===== src/rtl/dram_refresh_pkg.sv =====
package dram_refresh_pkg;

  typedef enum logic [2:0] {
    ST_IDLE,
    ST_REQ,
    ST_CSU,
    ST_RLOW,
    ST_PRE,
    ST_SRLOW,
    ST_SREXIT
  } rfshState_e;

  typedef enum logic [2:0] {
    TM_CSU,
    TM_RAS,
    TM_PRE,
    TM_SRMIN,
    TM_SREXIT
  } tmrSel_e;

  // strobes from control to datapath
  typedef struct packed {
    logic    take;     // one owed refresh is being issued
    logic    srHold;   // self-refresh: clear owed count, park interval
    logic    tmrLoad;  // load the phase timer
    tmrSel_e tmrSel;   // which phase length to load
  } rfshStrb_t;

endpackage


===== src/rtl/dram_refresh_dp.sv =====
module dram_refresh_dp
  import dram_refresh_pkg::*;
#(
  parameter int INTERVAL = 1560,
  parameter int MAX_PEND = 4,
  parameter int T_CSU    = 2,
  parameter int T_RAS    = 5,
  parameter int T_PRE    = 4,
  parameter int T_SRMIN  = 10,
  parameter int T_SREXIT = 12
) (
  input  logic      clk,
  input  logic      rstN,
  input  rfshStrb_t strb,
  output logic      pendNz,
  output logic      tmrDone
);

  localparam int IW   = $clog2(INTERVAL);
  localparam int PW   = $clog2(MAX_PEND + 1);
  localparam int M1   = (T_CSU > T_RAS) ? T_CSU : T_RAS;
  localparam int M2   = (M1 > T_PRE) ? M1 : T_PRE;
  localparam int M3   = (M2 > T_SRMIN) ? M2 : T_SRMIN;
  localparam int TMAX = (M3 > T_SREXIT) ? M3 : T_SREXIT;
  localparam int TW   = $clog2(TMAX + 1);

  localparam logic [IW-1:0] INT_LAST = IW'(INTERVAL - 1);
  localparam logic [PW-1:0] PEND_TOP = PW'(MAX_PEND);

  logic [IW-1:0] intvCnt;
  logic [PW-1:0] pendCnt;
  logic [TW-1:0] tmrCnt;
  logic [TW-1:0] tmrLd;
  logic          tick;

  assign tick    = (intvCnt == INT_LAST);
  assign pendNz  = (pendCnt != '0);
  assign tmrDone = (tmrCnt == '0);

  // interval counter and owed-refresh count
  always_ff @(posedge clk) begin
    if (!rstN) begin
      intvCnt <= '0;
      pendCnt <= '0;
    end else if (strb.srHold) begin
      intvCnt <= '0;
      pendCnt <= '0;
    end else begin
      intvCnt <= tick ? '0 : intvCnt + 1'b1;
      case ({tick, strb.take})
        2'b10:   if (pendCnt != PEND_TOP) pendCnt <= pendCnt + 1'b1;
        2'b01:   pendCnt <= pendCnt - 1'b1;
        default: pendCnt <= pendCnt;
      endcase
    end
  end

  // phase length select
  always_comb begin
    case (strb.tmrSel)
      TM_CSU:    tmrLd = TW'(T_CSU - 1);
      TM_RAS:    tmrLd = TW'(T_RAS - 1);
      TM_PRE:    tmrLd = TW'(T_PRE - 1);
      TM_SRMIN:  tmrLd = TW'(T_SRMIN - 1);
      TM_SREXIT: tmrLd = TW'(T_SREXIT - 1);
      default:   tmrLd = '0;
    endcase
  end

  // shared phase timer, sticks at zero
  always_ff @(posedge clk) begin
    if (!rstN)            tmrCnt <= '0;
    else if (strb.tmrLoad) tmrCnt <= tmrLd;
    else if (!tmrDone)    tmrCnt <= tmrCnt - 1'b1;
  end

endmodule


===== src/rtl/dram_refresh_ctrl.sv =====
module dram_refresh_ctrl
  import dram_refresh_pkg::*;
(
  input  logic      clk,
  input  logic      rstN,
  input  logic      grant,
  input  logic      lowPowerReq,
  input  logic      pendNz,
  input  logic      tmrDone,
  output rfshStrb_t strb,
  output logic      refReq,
  output logic      rasN,
  output logic      casN,
  output logic      selfRefActive
);

  rfshState_e state, nxt;
  logic       srMode, srModeNxt;

  always_ff @(posedge clk) begin
    if (!rstN) begin
      state  <= ST_IDLE;
      srMode <= 1'b0;
    end else begin
      state  <= nxt;
      srMode <= srModeNxt;
    end
  end

  always_comb begin
    nxt          = state;
    srModeNxt    = srMode;
    strb.take    = 1'b0;
    strb.tmrLoad = 1'b0;
    strb.tmrSel  = TM_CSU;
    strb.srHold  = srMode && (state inside {ST_CSU, ST_SRLOW, ST_SREXIT});
    case (state)
      ST_IDLE: begin
        srModeNxt = 1'b0;
        if (lowPowerReq || pendNz) nxt = ST_REQ;
      end
      ST_REQ: begin
        if (grant && lowPowerReq) begin
          nxt          = ST_CSU;
          srModeNxt    = 1'b1;
          strb.tmrLoad = 1'b1;
        end else if (grant && pendNz) begin
          nxt          = ST_CSU;
          srModeNxt    = 1'b0;
          strb.take    = 1'b1;
          strb.tmrLoad = 1'b1;
        end else if (!lowPowerReq && !pendNz) begin
          nxt = ST_IDLE;
        end
      end
      ST_CSU: begin
        if (tmrDone) begin
          nxt          = srMode ? ST_SRLOW : ST_RLOW;
          strb.tmrLoad = 1'b1;
          strb.tmrSel  = srMode ? TM_SRMIN : TM_RAS;
        end
      end
      ST_RLOW: begin
        if (tmrDone) begin
          nxt          = ST_PRE;
          strb.tmrLoad = 1'b1;
          strb.tmrSel  = TM_PRE;
        end
      end
      ST_PRE: begin
        if (tmrDone) begin
          if (grant && pendNz && !lowPowerReq) begin
            nxt          = ST_CSU;
            strb.take    = 1'b1;
            strb.tmrLoad = 1'b1;
          end else begin
            nxt = ST_IDLE;
          end
        end
      end
      ST_SRLOW: begin
        if (tmrDone && !lowPowerReq) begin
          nxt          = ST_SREXIT;
          strb.tmrLoad = 1'b1;
          strb.tmrSel  = TM_SREXIT;
        end
      end
      ST_SREXIT: begin
        if (tmrDone) nxt = ST_IDLE;
      end
      default: nxt = ST_IDLE;
    endcase
  end

  assign refReq        = (state != ST_IDLE);
  assign rasN          = !(state inside {ST_RLOW, ST_SRLOW});
  assign casN          = !(state inside {ST_CSU, ST_RLOW, ST_SRLOW});
  assign selfRefActive = (state inside {ST_SRLOW, ST_SREXIT});

endmodule


===== src/rtl/dram_refresh_sched.sv =====
module dram_refresh_sched
  import dram_refresh_pkg::*;
#(
  parameter int INTERVAL = 1560,
  parameter int MAX_PEND = 4,
  parameter int T_CSU    = 2,
  parameter int T_RAS    = 5,
  parameter int T_PRE    = 4,
  parameter int T_SRMIN  = 10,
  parameter int T_SREXIT = 12
) (
  input  logic clk,
  input  logic rstN,
  input  logic grant,
  input  logic lowPowerReq,
  output logic refReq,
  output logic rasN,
  output logic casN,
  output logic weN,
  output logic oeN,
  output logic selfRefActive
);

  rfshStrb_t strb;
  logic      pendNz;
  logic      tmrDone;

  dram_refresh_ctrl u_ctrl (
    .clk          (clk),
    .rstN         (rstN),
    .grant        (grant),
    .lowPowerReq  (lowPowerReq),
    .pendNz       (pendNz),
    .tmrDone      (tmrDone),
    .strb         (strb),
    .refReq       (refReq),
    .rasN         (rasN),
    .casN         (casN),
    .selfRefActive(selfRefActive)
  );

  dram_refresh_dp #(
    .INTERVAL(INTERVAL),
    .MAX_PEND(MAX_PEND),
    .T_CSU   (T_CSU),
    .T_RAS   (T_RAS),
    .T_PRE   (T_PRE),
    .T_SRMIN (T_SRMIN),
    .T_SREXIT(T_SREXIT)
  ) u_dp (
    .clk    (clk),
    .rstN   (rstN),
    .strb   (strb),
    .pendNz (pendNz),
    .tmrDone(tmrDone)
  );

  assign weN = 1'b1;
  assign oeN = 1'b1;

endmodule


===== config.mk =====
export PLATFORM = sky130hd
export DESIGN_NAME = dram_refresh_sched
export DESIGN_NICKNAME = d
export VERILOG_FILES = /design/src/rtl/dram_refresh_pkg.sv /design/src/rtl/dram_refresh_dp.sv /design/src/rtl/dram_refresh_ctrl.sv /design/src/rtl/dram_refresh_sched.sv
export SDC_FILE = /design/constraint.sdc
export NUM_CORES = 1
export LEC_CHECK = 0
export ABC_AREA = 1
export BUFFER_PORTS_ARGS = -buffer_cell sky130_fd_sc_hd__buf_2
export CORE_ASPECT_RATIO = 1.5
export CORE_UTILIZATION = 30
export DETAILED_ROUTE_END_ITERATION = 16
export SETUP_SLACK_MARGIN = 0.15
export SLEW_MARGIN = 20
export SYNTH_ARGS = -nofsm -noshare
export SYNTH_HDL_FRONTEND = slang
export SYNTH_SLANG_ARGS = --single-unit

===== constraint.sdc =====
create_clock -name clk -period 2.21 [get_ports clk]
set_input_delay 0.442 -clock clk [delete_from_list [all_inputs] [get_ports clk]]
set_output_delay 0.442 -clock clk [all_outputs]
set_load 0.01 [all_outputs]

Yosys cells after proc, flatten, opt, wreduce, memory -nomap -nowiden
Index checks and enable logic that the tools add are counted.

operators by class
  $add $sub $neg = 4
  equality and inequality tests = 24
  multiplexer cells = 32
  bitwise gates (word level) = 1
  reductions and logical operators = 27

operators by type and width
  cell                                                                      count
  3-bit 2-to-1 mux                                                          11
  3-bit case mux with 7 select lines                                        1
  4-bit 2-to-1 mux                                                          5
  4-bit case mux with 5 select lines                                        1
  2-bit by 1-bit inequality test with 1-bit output (second input constant)  7
  3-bit by 2-bit == test with 1-bit output (second input constant)          4
  3-bit == test (second input constant)                                     4
  3-bit nonzero test                                                        4
  11-bit by 1-bit adder with 11-bit output (second input constant)          1
  11-bit == test (second input constant)                                    1
  3-bit case mux with 3 select lines                                        1
  2-bit nonzero test                                                        4
  1-bit 2-to-1 mux                                                          7
  7-bit AND reduction                                                       1
  3-bit by 1-bit == test with 1-bit output (second input constant)          2
  1-bit logical AND                                                         6
  3-bit logical NOT                                                         2
  3-bit case mux with 2 select lines                                        1
  1-bit case mux with 5 select lines                                        1
  1-bit logical NOT                                                         4
  4-bit logical NOT                                                         1
  2-bit 2-to-1 mux                                                          2
  4-bit by 1-bit inequality test with 1-bit output (second input constant)  1
  1-bit case mux with 2 select lines                                        2
  other kinds (13)                                                          14

word-level totals
  bits in registers = 22
  bits of input ports = 4
  output and inout bits = 6
  word-level logic and storage cells = 93

Depth between registers and ports, before layout
  depth after elaboration = 9
  gate-level depth with buffers = 13
  mapped depth without buffers = 13

Modules after synthesis
Synthesis repeated with hierarchy kept, for this count alone.

unflattened totals
  cell total of the unflattened synthesis = 221
  area total of the unflattened synthesis = 1391.3 um2

modules (own cells, without submodules)
  module              times used  cells each  area an instance (um2)  seq. area each (um2)
  dram_refresh_dp     1           145         982.2                   360.3
  dram_refresh_ctrl   1           73          390.4                   80.1
  dram_refresh_sched  1           3           18.8                    0.0

Worst setup path before layout
Ideal clock, no wire load.

  kind = input-to-reg
  start point = input port lowPowerReq
  end point = register u_dp.pendCnt[2]
  setup time = 0.115 ns
  arrival time = 1.796 ns
  required time = 2.095 ns
  slack = 0.299 ns
  stages = 11
  path buffers = 0
  cell sequence = inv_1 > nand2_1 > a21oi_1 > nand3_1 > nand2_1 > nand2_2 > fa_1 > inv_1 > nand4_1 > a21oi_1 > nor2_1

between the ends
  cells in the longest elaborated chain, start to end = 8
  elaborated cells between the ends (all ways) = 13
  classes of those cells = 3 x eq/ne; 5 x mux; 5 x reduce/logical

ends and longest elaborated chain
  item                                                                                              line                      RTL
  start: declaration                                                                                dram_refresh_sched.sv:15  input logic lowPowerReq,
  1-bit logical NOT                                                                                 dram_refresh_ctrl.sv:72   if (grant && pendNz && !lowPowerReq) begin
  1-bit logical AND                                                                                 dram_refresh_ctrl.sv:72
  1-bit 2-to-1 mux                                                                                  dram_refresh_ctrl.sv:72
  1-bit 2-to-1 mux                                                                                  dram_refresh_ctrl.sv:71   if (tmrDone) begin
  1-bit case mux with 2 select lines *                                                              dram_refresh_ctrl.sv:37   case (state)
  2-bit == test or 2-bit by 1-bit == test with 1-bit output (tied branches)                         dram_refresh_dp.sv:50     case ({tick, strb.take})
  2-bit by 1-bit inequality test with 1-bit output (no line) or 2-bit nonzero test (tied branches)  n/a
  2-bit AND reduction (no line)                                                                     n/a
  end signal: assignment                                                                            dram_refresh_dp.sv:51     2'b10: if (pendCnt != PEND_TOP) pendCnt <= pendCnt + 1'b1;
  end signal: assignment                                                                            dram_refresh_dp.sv:52     2'b01: pendCnt <= pendCnt - 1'b1;
  end signal: assignment                                                                            dram_refresh_dp.sv:53     default: pendCnt <= pendCnt;
  end: declaration                                                                                  dram_refresh_dp.sv:31     logic [PW-1:0] pendCnt;

Every way passes the cells marked *; elsewhere a longest branch is shown, timed or not.
A chain may end at the register's enable or synchronous reset.

Worst setup path after layout
  start point = register u_dp.intvCnt[0]
  end point = register u_dp.pendCnt[1]

between the ends
  cells in the longest elaborated chain, start to end = 4
  elaborated cells between the ends (all ways) = 7
  classes of those cells = 4 x eq/ne; 1 x mux; 2 x reduce/logical

ends and longest elaborated chain
  item                                                                                              line                   RTL
  start: declaration                                                                                dram_refresh_dp.sv:30  logic [IW-1:0] intvCnt;
  start signal: assignment                                                                          dram_refresh_dp.sv:49  intvCnt <= tick ? '0 : intvCnt + 1'b1;
  11-bit == test *                                                                                  dram_refresh_dp.sv:36  assign tick = (intvCnt == INT_LAST);
  2-bit == test or 2-bit by 1-bit == test with 1-bit output (tied branches)                         dram_refresh_dp.sv:50
  2-bit by 1-bit inequality test with 1-bit output (no line) or 2-bit nonzero test (tied branches)  n/a
  2-bit AND reduction (no line)                                                                     n/a

Marked as above.

==> impl_metrics.yaml <==
run_status:
  run_status: "finished, violations left"
  violations_in_the_final_reports: "DRC"
placement:
  dp_hpwl_um: 2150
  place_worst_setup_slack_ns: 0.0968
  post_dp_cell_area_sq_mm: 0.00143
  globalplace.congestion: 0.809
  placement.io_buffers: 7
worst_setup_path:
  critPathKind: "flip-flop to flip-flop"
  arrival_ns: 2.12
  critical_path.max_fanout: 4
  critical_path.startpoint: "u_dp.intvCnt[0]$_SDFF_PP0_"
  path_cells: "ha_1, nand2_1, inv_2, nand3_1, or2_1, nand2_2, fa_2, a21boi_1, nor2_1"
  timing.reg2reg.worst_path_depth: 9
  worst-r2r-setup-slack_ns: 0.26
  critical_path.reg2reg.endpoint: "u_dp.pendCnt[1]$_SDFFE_PP0P_"
  timing.critical_path.required_ns: 2.38
  worstSetupEndpointType: "flip-flop"
  worst_path_largest_cell_delay_ns: 0.52
  reg2reg_from: "u_dp.intvCnt[0]$_SDFF_PP0_"
  critical_path.startpoint_type: "flip-flop"
  timing.critical_path.slowest_stage_cell: "sky130_fd_sc_hd__fa_2"
  cp-endpoint: "u_dp.pendCnt[1]$_SDFFE_PP0P_"
synth:
  count_of_mapped_cells_out_of_synthesis: 198
  ys_types: 30
  netlist_area_sq_mm: 0.00135
  postSynthAreaPerCell_sq_um: 6.81
  edff_count_synth: 0
  yosys_most_used_dff: "sky130_fd_sc_hd__dfxtp_1"
  async_s_r_ff_share_synth_pct: 0
  synth_warnings: 0
  ys_seq_area_share_pct: 32.7
  synth.ff_latch_count: 22
drt:
  sum_of_routed_wire_length_over_all_layers_um: 2750
  detailroute.via_count: 1247
  avgViaCountPerCell: 4.85
  drt_pass1_iterations: 10
  final_antenna_net_count: 0
  drt_first_iter_violations: 24
  drc: 2
  route.detailed.wl_per_inst_um: 10.7
sta:
  slew_headroom_pct: 65.5
  final-hold-violation-count: 0
  final-max-slew-violation-count: 0
  final_period_utilization_pct: 88.3
  max_freq_ghz: 0.512
  rsz0062_at_grt: "yes"
  fin_worst_hold_slack_ns: 0.445
  setup_slack_of_the_critical_path_after_layout_ns: 0.259
  setup-tns-final_ns: 0
  time_the_final_worst_path_needs_with_i_o_delays_and_setup_ns: 1.95
  tightest_slew_ns: 0.516
  skew_ns: 0.00405
  setup_viol: 0
global_routing:
  grt_pass1_wl_um: 4930
  antenna_found_initial: 0
  grt_max_degree: 14
  global_route.usage.total_pct: 13.1
  via_count_of_the_first_global_routing_pass: 1209
  overflow: 0
die:
  overall_die_area_sq_mm: 0.00477
  chipWidth_um: 56.7
  floorplan.core_area_sq_mm: 0.00428
  ios: 10
  placement_rows: 29
  initial_utilization_pct: 31.5
  die_height_um: 84.1
cells_and_area:
  antenna_diode_instance_count: 0
  fin_nets: 220
  drive_gt1_share_pct: 19.9
  final_cell_area_sq_mm: 0.00154
  multi_input_area_sq_um: 781
  layout.cells.most_common_list: "sky130_fd_sc_hd__nand2_1, sky130_fd_sc_hd__inv_1, sky130_fd_sc_hd__nor2_1, sky130_fd_sc_hd__nand3_1, sky130_fd_sc_hd__dfxtp_1"
  sequential_cell_area_sq_um: 440
  area_growth_syn_to_layout_pct: 14.0
  layout.filler_cells: 503
  final_common_cell: "sky130_fd_sc_hd__nand2_1"
pwr:
  seq_pwr_share_pct: 32.8
  irDropWorstVdd_v: 0.000551
  power.net_switching_uw: 585
  fraction_of_power_spent_switching_nets_pct: 37.8
  clock_power_share_pct: 24.9
  reported_leakage_power_uw: 0.000695
  power-per-cell-area_mw_per_mm2: 1010
  combinationalPowerShare_pct: 42.3
  power.internal_uw: 965
cts:
  tritoncts: "built"
  clock_sinks: 22
  deepest_clock_path_buffer_count: 2
  cts-root-buf: "sky130_fd_sc_hd__clkbuf_8"
  depth_of_the_cts_h_tree: 1
  cts_made_buffers: 3
  clk-insertion-delay-late_ns: 0.27
  cts.clk_slew.worst_paths_ns: 0.09
worst_hold_path:
  timing.hold.worst_path_depth: 3
  type_of_the_worst_min_delay_path: "input port to flip-flop"
job:
  max_cap_violations: 0
[worst min path at each step]
stage                                  end  slack (ns)                       start
5_1_grt        u_dp.tmrCnt[0]$_SDFFE_PN0P_        0.47                        rstN
6_report       u_dp.tmrCnt[1]$_SDFFE_PN0P_        0.44                        rstN
2_1_floorplan   u_dp.intvCnt[0]$_SDFF_PP0_        0.43  u_dp.intvCnt[0]$_SDFF_PP0_
3_3_place_gp    u_dp.intvCnt[0]$_SDFF_PP0_        0.45  u_dp.intvCnt[0]$_SDFF_PP0_
4_1_cts         u_ctrl.srMode$_SDFFE_PN0P_        0.44                 lowPowerReq
3_5_place_dp    u_dp.intvCnt[0]$_SDFF_PP0_        0.45  u_dp.intvCnt[0]$_SDFF_PP0_
[cell usage after synthesis (2+ instances only)]
cell type / n / share of area (%)
sky130_fd_sc_hd__xor2_1: 2 / 1.3
sky130_fd_sc_hd__nand3_1: 22 / 8.2
sky130_fd_sc_hd__xnor2_1: 2 / 1.3
sky130_fd_sc_hd__o21ai_0: 5 / 1.9
sky130_fd_sc_hd__nand3_2: 3 / 2.2
sky130_fd_sc_hd__dfxtp_1: 22 / 33
sky130_fd_sc_hd__inv_1: 26 / 7.2
sky130_fd_sc_hd__nor3_1: 5 / 1.9
sky130_fd_sc_hd__nand4_1: 2 / 0.93
sky130_fd_sc_hd__a21oi_2: 6 / 3.9
sky130_fd_sc_hd__nor2_1: 25 / 7.0
sky130_fd_sc_hd__nand2_1: 39 / 11
sky130_fd_sc_hd__a21oi_1: 8 / 3.0
sky130_fd_sc_hd__nor3_2: 2 / 1.5
sky130_fd_sc_hd__buf_4: 2 / 1.1
sky130_fd_sc_hd__nor2_2: 4 / 1.9
sky130_fd_sc_hd__ha_1: 3 / 2.8
sky130_fd_sc_hd__a31oi_1: 2 / 0.93
sky130_fd_sc_hd__a21boi_1: 2 / 1.1
sky130_fd_sc_hd__nand2_2: 3 / 1.4
sky130_fd_sc_hd__inv_2: 4 / 1.1
[layer usage]
metal  track usage, %  routed length, um
met1             13.2               1080
met2             24.5               1490
met3             1.71                 77
met4             8.20                101
met5                0                  0
[registers in the layout, indices dropped and copies added (netlist names)]
signal,count
u_dp.tmrCnt,4
u_ctrl.state,3
u_dp.pendCnt,3
u_dp.intvCnt,11
u_ctrl.srMode,1
[power groups by stage]
stage / clock, uW / sequential, uW / combinational, uW
2_1_floorplan: 0 / 497 / 457
3_3_place_gp: 0 / 515 / 568
3_5_place_dp: 0 / 514 / 574
4_1_cts: 403 / 506 / 575
5_1_grt: 410 / 516 / 738
6_report: 386 / 508 / 656
[through the flow]
stage | total power, uW | utilization, % | instances
3_3_place_gp | 1080 | 33.4 | 250
5_1_grt | 1660 | 35.9 | 257
3_5_place_dp | 1090 | 33.4 | 250
2_1_floorplan | 955 | - | 199
6_report | 1550 | 35.9 | 257
4_1_cts | 1480 | 35.0 | 254
[worst max-delay path: cells and delay by family (launching register included)]
kind            cells  cell delay [ns]
fa+ha+maj           2             0.73
buf+inv             1             0.06
compound gates      1             0.18
flops               1             0.34
simple gates        5             0.53
[logic make-up (layout without fill, tap and decap cells)]
group                    count (synthesis)  after routing  share of synthesized area, %
AO/OA/AOI/OAI                           25             25                          11.9
adder cells (fa/ha/maj)                  4              4                          4.27
AND/OR/NAND/NOR                        108            108                          37.7
flip-flops                              22             22                          32.7
XOR/XNOR                                 4              4                          2.60
other                                    1              2                         0.278
buffers and inverters                   34             46                          10.7
[what timing repair did]
action,4_1_cts,5_1_grt
setup endpoints to repair,0,2
resized for setup,0,6
setup buffers,0,3
hold buffers,0,0
[layout make-up]
type,count,share of cell area (%)
Timing Repair Buffer,12,4.72
Sequential cell,22,28.6
Clock inverter,1,1.95
Tap cell,46,3.74
Clock buffer,3,2.69
Inverter,30,7.49
Multi-Input combinational cell,143,50.8
Note: power is estimated with default switching activity, not from simulation.
